--- src/rtl/rac_pkg.sv ---
package rac_pkg;
   localparam int BLK_BITS    = 5;
   localparam int RIGHTS_W    = 32;
   localparam int PRIV_STRIDE = 6;
   localparam int NP_BASE     = 24;

   typedef enum logic [1:0] {
      KIND_READ  = 2'd0,
      KIND_WRITE = 2'd1,
      KIND_FETCH = 2'd2
   } acc_kind_e;

   typedef struct packed {
      logic r;
      logic w;
      logic x;
   } perm_t;

   typedef enum logic [1:0] {
      CTRL_NONE    = 2'd0,
      CTRL_SINGLE  = 2'd1,
      CTRL_OVERLAP = 2'd2
   } err_ctrl_e;
endpackage

--- src/rtl/err_capture.sv ---
module err_capture
   import rac_pkg::*;
#(
   parameter int ADDR_W = 32,
   parameter int MID_W  = 3
) (
   input  logic              clk,
   input  logic              rst_n,
   input  logic              capture,
   input  logic              clr,
   input  logic [ADDR_W-1:0] in_addr,
   input  logic [MID_W-1:0]  in_master,
   input  logic [1:0]        in_attr,
   input  logic              in_wr,
   input  logic [1:0]        in_ctrl,
   output logic              flag,
   output logic [ADDR_W-1:0] rec_addr,
   output logic [MID_W-1:0]  rec_master,
   output logic [1:0]        rec_attr,
   output logic              rec_wr,
   output logic [1:0]        rec_ctrl
);
   logic held;
   assign held = flag && !clr;

   always_ff @(posedge clk or negedge rst_n) begin
      if (!rst_n) begin
         flag       <= 1'b0;
         rec_addr   <= '0;
         rec_master <= '0;
         rec_attr   <= '0;
         rec_wr     <= 1'b0;
         rec_ctrl   <= '0;
      end else if (capture && !held) begin
         flag       <= 1'b1;
         rec_addr   <= in_addr;
         rec_master <= in_master;
         rec_attr   <= in_attr;
         rec_wr     <= in_wr;
         rec_ctrl   <= in_ctrl;
      end else if (clr) begin
         flag <= 1'b0;
      end
   end

   a_r8_set_flag: assert property (@(posedge clk) disable iff (!rst_n)
      capture |=> flag);
   a_r11_hold_record: assert property (@(posedge clk) disable iff (!rst_n)
      (flag && !clr) |=> (flag && $stable(rec_addr) && $stable(rec_ctrl) && $stable(rec_master)));
   a_r12_clear: assert property (@(posedge clk) disable iff (!rst_n)
      (clr && !capture) |=> !flag);
   a_r9_ctrl_legal: assert property (@(posedge clk) disable iff (!rst_n)
      flag |-> (rec_ctrl != 2'd3));
endmodule

--- config.mk ---
export PLATFORM = sky130hd
export DESIGN_NAME = err_capture
export DESIGN_NICKNAME = d
export VERILOG_FILES = /design/src/rtl/rac_pkg.sv /design/src/rtl/err_capture.sv
export SDC_FILE = /design/constraint.sdc
export NUM_CORES = 1
export LEC_CHECK = 0
export ABC_AREA = 1
export BUFFER_PORTS_ARGS = -buffer_cell sky130_fd_sc_hd__buf_2
export CORE_ASPECT_RATIO = 1.2
export CORE_MARGIN = 8
export CORE_UTILIZATION = 40
export CTS_CLUSTER_DIAMETER = 120
export DETAILED_ROUTE_END_ITERATION = 8
export GPL_TIMING_DRIVEN = 1
export PLACE_DENSITY = 0.74
export RECOVER_POWER = 50
export SETUP_SLACK_MARGIN = 0.4
export SYNTH_ARGS = -nofsm -noshare
export SYNTH_HDL_FRONTEND = slang
export SYNTH_SLANG_ARGS = --single-unit
--- constraint.sdc ---
create_clock -name clk -period 0.9 [get_ports clk]
set_input_delay 0.135 -clock clk [delete_from_list [all_inputs] [get_ports clk]]
set_output_delay 0.135 -clock clk [all_outputs]
set_load 0.03 [all_outputs]
# Yosys cells after proc, flatten, opt, wreduce, memory -nomap -nowiden
# Index checks and enable logic that the tools add are counted.
# op_classes
n_reduce_logical	5
mux	2
# op_table
op	n
1-bit logical AND	2
1-bit zero test	2
1-bit two-way mux	2
2-bit nonzero test	1
# totals
in_bits	44
reg_bits	41
word_cells	13
out_inout_bits	41

# Logic depth before layout (Yosys ltp)
# Gate-level depths: netlist (run 1).
# logic_depth
ltp_word	5
ltp_mapped	6
depth_no_buf	5

# Least setup slack after synthesis (run 1)
# Ideal clock, no wire load.
# synth_path
kind	flip-flop to flip-flop
startpoint	register flag
endpoint	register rec_addr[0]
arrival_ps	935
t_required_ps	782
setup_slack_ps	-153
setup_time_ps	118
path_buffers	1
period_less_slack_ps	1053
stages_incl_launch_ff	6
path_cell_list	dfrtp_1 nand2_4 nand2_4 buf_6 nand2_1 nand2_1
# synth_via
elab_chain_len	3
# synth_rtl
element	line	text
from (decl)	err_capture.sv:16	output logic flag,
from (signal assigned)	err_capture.sv:28	flag <= 1'b0;
from (signal assigned)	err_capture.sv:35	flag <= 1'b1;
from (signal assigned)	err_capture.sv:42	flag <= 1'b0;
1-bit logical AND	err_capture.sv:24	assign held = flag && !clr;
1-bit zero test	err_capture.sv:34	end else if (capture && !held) begin
1-bit logical AND	err_capture.sv:34	
to (signal assigned)	err_capture.sv:36	rec_addr <= in_addr;
to (decl)	err_capture.sv:17	output logic [ADDR_W-1:0] rec_addr,
# No other way between the ends.
# A chain may end at the register's enable or synchronous reset.

# Worst setup path in the final report (run 1)
# layout_path
startpoint	register flag
endpoint	output port flag
# No word-level cell between the ends.

==> results.yml, run 1 <==
run_status:
  status: "complete, but fails checks"
  violations: "negative setup slack"
worst_setup_path:
  cp_max_fo: 2
  cp-end-kind: "output pin"
  r2r-start: "flag"
  slowest_stage: "dfrtp_2"
  worstPathArrival_ns: 0.87
  worst_path_largest_cell_delay_ns: 0.43
  worstPathCellList: "buf_6"
  crit_path_start_kind: "register"
  required_ns: 0.76
  critPathLaunch: "flag"
  crit_type: "reg2out"
  cp_top_family: "flip-flops"
  crit_buf_inv: 1
timing:
  relSlewSlack: 0.4073
  worstMarginPinSlew_ns: 0.8890
  period_share: 1.114
  finalCriticalPeriod_ns: 1.003
  hold_viol: 0
  hold_ws_ns: 0.04290
  setup_ws_ns: -0.1028
  finalSetupViolCount: 82
  clock_skew_ns: 0.003726
  maxSlewViolCount: 0
  max_freq_ghz: 0.9972
  grt_setup_unrepaired: "true"
grt:
  grt_max_degree: 42
  grt_overflow: 0
  antenna_found_initial: 0
  grt_usage: 0.1493
  grt_pass1_vias: 1631
  grt_first_pass_wirelength_um: 7569
yosys:
  netlist_area_sq_mm: 0.001652
  synth_top_family_by_area: "simple AND/OR/NAND/NOR gates"
  synth_area_leaders: "dfrtp_1 (62%), nand2_1 (18%), nand3_1 (12%)"
  synth-seq-area-share: 0.6212
  synthTopCellsByCount: "nand2_1 (81), dfrtp_1 (41), nand3_1 (40)"
  synth.distinct_cells: 8
  synthCells: 178
  yosysWarnings: 0
  ys.flop_type: "dfrtp_1"
  ys_async_sr_fraction: 1.000
  synth_edf_count: 0
  synth_top_area_cell: "dfrtp_1"
  synth_top_area_frac: 0.6212
  synth-compound-area-share: 0
  synth.net_count: 222
  ys_ff_latch: 41
  synthSimpleGateAreaFrac: 0.3189
  synthMuxAreaShare: 0
  synth_most_common_cell: "nand2_1"
  syn_area_per_cell_sq_um: 9.279
  synth-xor-area-share: 0
  synth_fa_ha_area_frac: 0
clocking:
  cts_tree: "yes"
  cts_num_sinks: 41
  path_clk_slew_ns: 0.07
  htreeDepth: 2
  cts_buffers: 5
  clock_latency_ns: 0.28
  clockRootBuffer: "clkbuf_8"
  cts_buffer_depth: 2
floorplan:
  fp-row-count: 25
  die_x_um: 74.66
  initial_core_util: 0.4190
  die-area_sq_mm: 0.006450
  pin_count: 85
  die_y_um: 86.39
  core_area_sq_mm: 0.003941
power_and_ir_drop:
  powerDensity_mw_per_mm2: 2012
  clkPwrFrac: 0.216
  p_sw_frac: 0.3323
  p_leak_nw: 1.352
  power_frac_seq: 0.452
  p_int_mw: 3.445
  power_frac_comb: 0.332
  vdd_drop_max_mv: 1.205
  p_switching_mw: 1.715
  finalPower_mw: 5.160
placement:
  place_ws_ns: -0.08520
  dpl.hpwl_um: 3178
  dp_cells: 312
  routabilityCongestion: 0.7163
  port_buffers: 84
drt:
  antenna_left: 0
  vias_per_cell: 4.682
  first_iter_violations: 71
  routed_wl_um: 4511
  vias: 1517
  drt-pass1-iter-count: 4
  remaining_drc_errors: 0
  wire_per_inst_um: 13.92
cells_and_area:
  antenna_cells: 0
  num-nets-final: 313
  final.fill_count: 358
  layoutNonFillerInstCount: 324
  area_growth_pct: 55.30
  drive_above_1_share: 0.5370
run:
  max_cap_viol_count: 0
min_path:
  min_path_type: "in2async"
==> sequential cells by signal, indices dropped and copies added, names as in the netlist <==
name and count:
rec_addr 32, rec_master 3, rec_attr 2, rec_ctrl 2, flag 1, rec_wr 1
==> final cells by class <==
cell class                 instances  area, sq um  area share
multi-input combinational        123        526.8      0.2054
clock buffer                       8        80.08     0.03122
tap                               54        67.56     0.02634
sequential                        41         1077      0.4200
timing repair buffer              97        809.5      0.3156
inverter                           1        3.754    0.001463
==> layout by cell type, fill, tap and decap left out, types with 2 or more instances in the layout <==
master	n
clkbuf_1	3
dfrtp_2	41
buf_2	44
buf_6	41
buf_4	9
nand2_4	2
buf_12	3
nand3_1	40
clkbuf_8	5
nand2_1	81
==> cell families after synthesis <==
group	after synthesis
buf+inv	14
flops	41
simple gates	123
==> final timing paths <==
path | end | slack, ns | cells past startpoint
min in group clk | rec_addr[21] | 0.07 | 3
worst min register to register | rec_wr | 0.49 | 2
worst max register to register | rec_attr[0] | -0.10 | 5
worst max-delay path | flag | -0.10 | 1
worst min-delay path | rec_attr[1] | 0.04 | 2
max in group asynchronous | rec_master[2] | 0.23 | 2
==> repair_timing <==
| item | CTS | global route |
|---|---|---|
| resized for setup | 82 | 0 |
| setup buffers | 4 | 0 |
| setup endpoints to repair | 82 | 82 |
| endpoints found under the hold margin | 41 | 41 |
==> power by group through the flow <==
stage,clock network [mW],logic (mW),registers [mW]
final,1.12,1.71,2.33
after global routing,1.25,1.83,2.37
after CTS,1.16,1.74,2.33
after detailed placement,0,1.40,2.30
after global placement,0,1.38,2.30
after floorplan,0,0.357,2.83
==> stage by stage <==
stage | utilization | cell area [sq um] | setup TNS (ns)
3_5_place_dp | 0.5616 | 2213 | -2.724
3_3_place_gp | 0.5616 | 2213 | -1.198
2_1_floorplan | - | 1703 | -3.213
4_1_cts | 0.6546 | 2580 | -6.895
5_1_grt | 0.6508 | 2565 | -9.524
6_report | 0.6508 | 2565 | -6.144
==> per-layer routing <==
layer,vias to the layer above,part of all wire,track usage
met5,-,0,0
met4,0,0.011,0.04821
met3,5,0.081,0.05543
met2,52,0.53,0.2597
met1,716,0.38,0.1601
li1,744,-,-
(Power assumes the default switching activity.)
==> inputs of run 2 (changes only) <==
--- a/config.mk
+++ b/config.mk
@@ -8,13 +8,12 @@
 export ABC_AREA = 1
 export BUFFER_PORTS_ARGS = -buffer_cell sky130_fd_sc_hd__buf_2
 export CORE_ASPECT_RATIO = 1.2
-export CORE_MARGIN = 8
 export CORE_UTILIZATION = 40
 export CTS_CLUSTER_DIAMETER = 120
 export DETAILED_ROUTE_END_ITERATION = 8
 export GPL_TIMING_DRIVEN = 1
 export PLACE_DENSITY = 0.74
-export RECOVER_POWER = 50
+export RECOVER_POWER = 100
 export SETUP_SLACK_MARGIN = 0.4
 export SYNTH_ARGS = -nofsm -noshare
 export SYNTH_HDL_FRONTEND = slang
==> run 2 against run 1 <==
Effect of this change: the run still ends with negative setup slack left; non-clock buffer count unchanged; maximum frequency increased by 0.30%; setup slack improved by 0.0030 ns; hold slack improved by 0.019 ns; sequential share of layout area decreased by 0.31 points; critical path depth increased by 4; register-to-register slack about the same; via count decreased by 0.99%; flip-flop and latch count unchanged; first-iteration DRC count decreased by 27%; core utilization increased by 0.48 points; die area decreased by 32%.
==> results.yml, run 2 (synthesized netlist as in run 1, its figures left out) <==
run_status:
  status: "complete, but fails checks"
  violations: "negative setup slack"
timing:
  max_freq_ghz: 1.000
  hold_viol: 0
  grt_setup_unrepaired: "true"
  worstMarginPinSlew_ns: 0.8863
  period_share: 1.111
  finalCriticalPeriod_ns: 0.9998
  finalSetupViolCount: 82
  relSlewSlack: 0.4091
  clock_skew_ns: 0.001797
  maxSlewViolCount: 0
  setup_ws_ns: -0.09983
  hold_ws_ns: 0.06224
floorplan:
  die_y_um: 72.39
  die_x_um: 60.66
  die-area_sq_mm: 0.004391
  fp-row-count: 25
  pin_count: 85
  core_area_sq_mm: 0.003941
  initial_core_util: 0.4190
cells_and_area:
  area_growth_pct: 56.44
  num-nets-final: 313
  drive_above_1_share: 0.5428
  top_register: "rec_addr"
  antenna_cells: 0
  mostFrequentLayoutCell: "nand2_1"
  largestRegisters: "rec_addr x32, rec_master x3"
  largest_reg_flops: 32
  final_cell_mix: "nand2_1 (81), buf_2 (44), dfrtp_2 (41), buf_6 (41), nand3_1 (40)"
  final.fill_count: 325
  finalInstanceArea_sq_mm: 0.002584
worst_setup_path:
  crit_type: "reg2reg"
  r2r_setup_slack_ns: -0.1
  critPathLaunch: "flag"
  r2r-start: "flag"
  crit_path_start_kind: "register"
  r2r_end: "rec_addr[1]"
  worstPathArrival_ns: 1.16
  required_ns: 1.06
  crit_end: "rec_addr[1]"
  cp_max_fo: 18
  reg2regPathDepth: 5
  cp-end-kind: "register"
clocking:
  path_clk_slew_ns: 0.07
  clockRootBuffer: "clkbuf_8"
  cts_buffers: 5
  cts_num_sinks: 41
  clock_latency_ns: 0.27
  htreeDepth: 2
  cts_tree: "yes"
  cts_buffer_depth: 2
placement:
  port_buffers: 84
  routabilityCongestion: 0.7085
  dpl_cell_area_sq_mm: 0.002218
  dpl.hpwl_um: 2593
power_and_ir_drop:
  p_leak_nw: 1.363
  power_frac_seq: 0.449
  vdd_drop_max_mv: 1.239
  p_switching_mw: 1.687
  clkPwrFrac: 0.221
  powerDensity_mw_per_mm2: 2013
  power_frac_comb: 0.330
  p_int_mw: 3.514
  p_sw_frac: 0.3243
grt:
  grt_overflow: 0
  grt_usage: 0.1905
  antenna_found_initial: 0
  grt_pass1_vias: 1417
  grt_max_degree: 42
  grt_first_pass_wirelength_um: 6147
drt:
  vias: 1502
  routed_wl_um: 3909
  vias_per_cell: 4.650
  drt-pass1-iter-count: 4
  first_iter_violations: 52
  wire_per_inst_um: 12.10
  remaining_drc_errors: 0
  antenna_left: 0
min_path:
  min_path_type: "in2async"
run:
  max_cap_viol_count: 0
-- run 2: final cells by class --
cell class	count	area (sq um)	area share
multi-input cells	123	526.8	0.2039
repair buffers	97	822.0	0.3182
inverters	1	3.754	0.001453
well taps	54	67.56	0.02615
clock buffers	7	86.33	0.03341
flip-flops and latches	41	1077	0.4169
-- run 2: through the flow --
step / setup WS [ns] / util / std cells / TNS, ns / power (mW)
global placement: -0.04967 / 0.5629 / 311 / -1.752 / 3.660
CTS: -0.1052 / 0.6575 / 322 / -6.520 / 5.254
finish: -0.09983 / 0.6556 / 323 / -5.824 / 5.201
floorplan: -0.08162 / - / 178 / -3.213 / 3.187
detailed placement: -0.08818 / 0.5629 / 311 / -2.857 / 3.687
global route: -0.1551 / 0.6556 / 323 / -9.068 / 5.487
-- run 2: how the worst min path moves through the flow --
stage              endpoint  cells past startpoint  slack [ns]   startpoint
2_1_floorplan          flag                      0       -0.16        rst_n
3_5_place_dp   rec_addr[31]                      2        0.12        rst_n
6_report       rec_addr[31]                      2        0.06        rst_n
3_3_place_gp   rec_addr[31]                      2        0.12        rst_n
4_1_cts        rec_addr[31]                      2       -0.19        rst_n
5_1_grt        rec_addr[31]                      3        0.07  in_addr[31]
-- run 2: critical path, stage by stage, from the launching register on --
cell	delay, ns
dfrtp_2	0.43
nand2_4	0.11
nand2_4	0.08
buf_12	0.15
nand2_1	0.06
nand2_1	0.05
-- run 2: power by group through the flow --
stage          clock network [mW]  registers (mW)  logic (mW)
2_1_floorplan                   0            2.83       0.357
3_3_place_gp                    0            2.30        1.36
3_5_place_dp                    0            2.30        1.39
4_1_cts                      1.20            2.33        1.72
5_1_grt                      1.27            2.36        1.85
6_report                     1.15            2.34        1.71
-- run 2: repair_timing --
item | CTS | global route
cloned | 0 | 0
endpoints found under the hold margin | 41 | 41
pin swaps | 0 | 0
buffers inserted | 4 | 1
gates resized for setup | 82 | 0
endpoints found under the setup margin | 82 | 82
-- run 2: layer usage --
layer,vias up,wire length (um),global-route usage
met3,2,152,0.03387
met5,-,0,0
li1,742,-,-
met4,0,19,0.06061
met2,49,2116,0.3370
met1,709,1622,0.2304
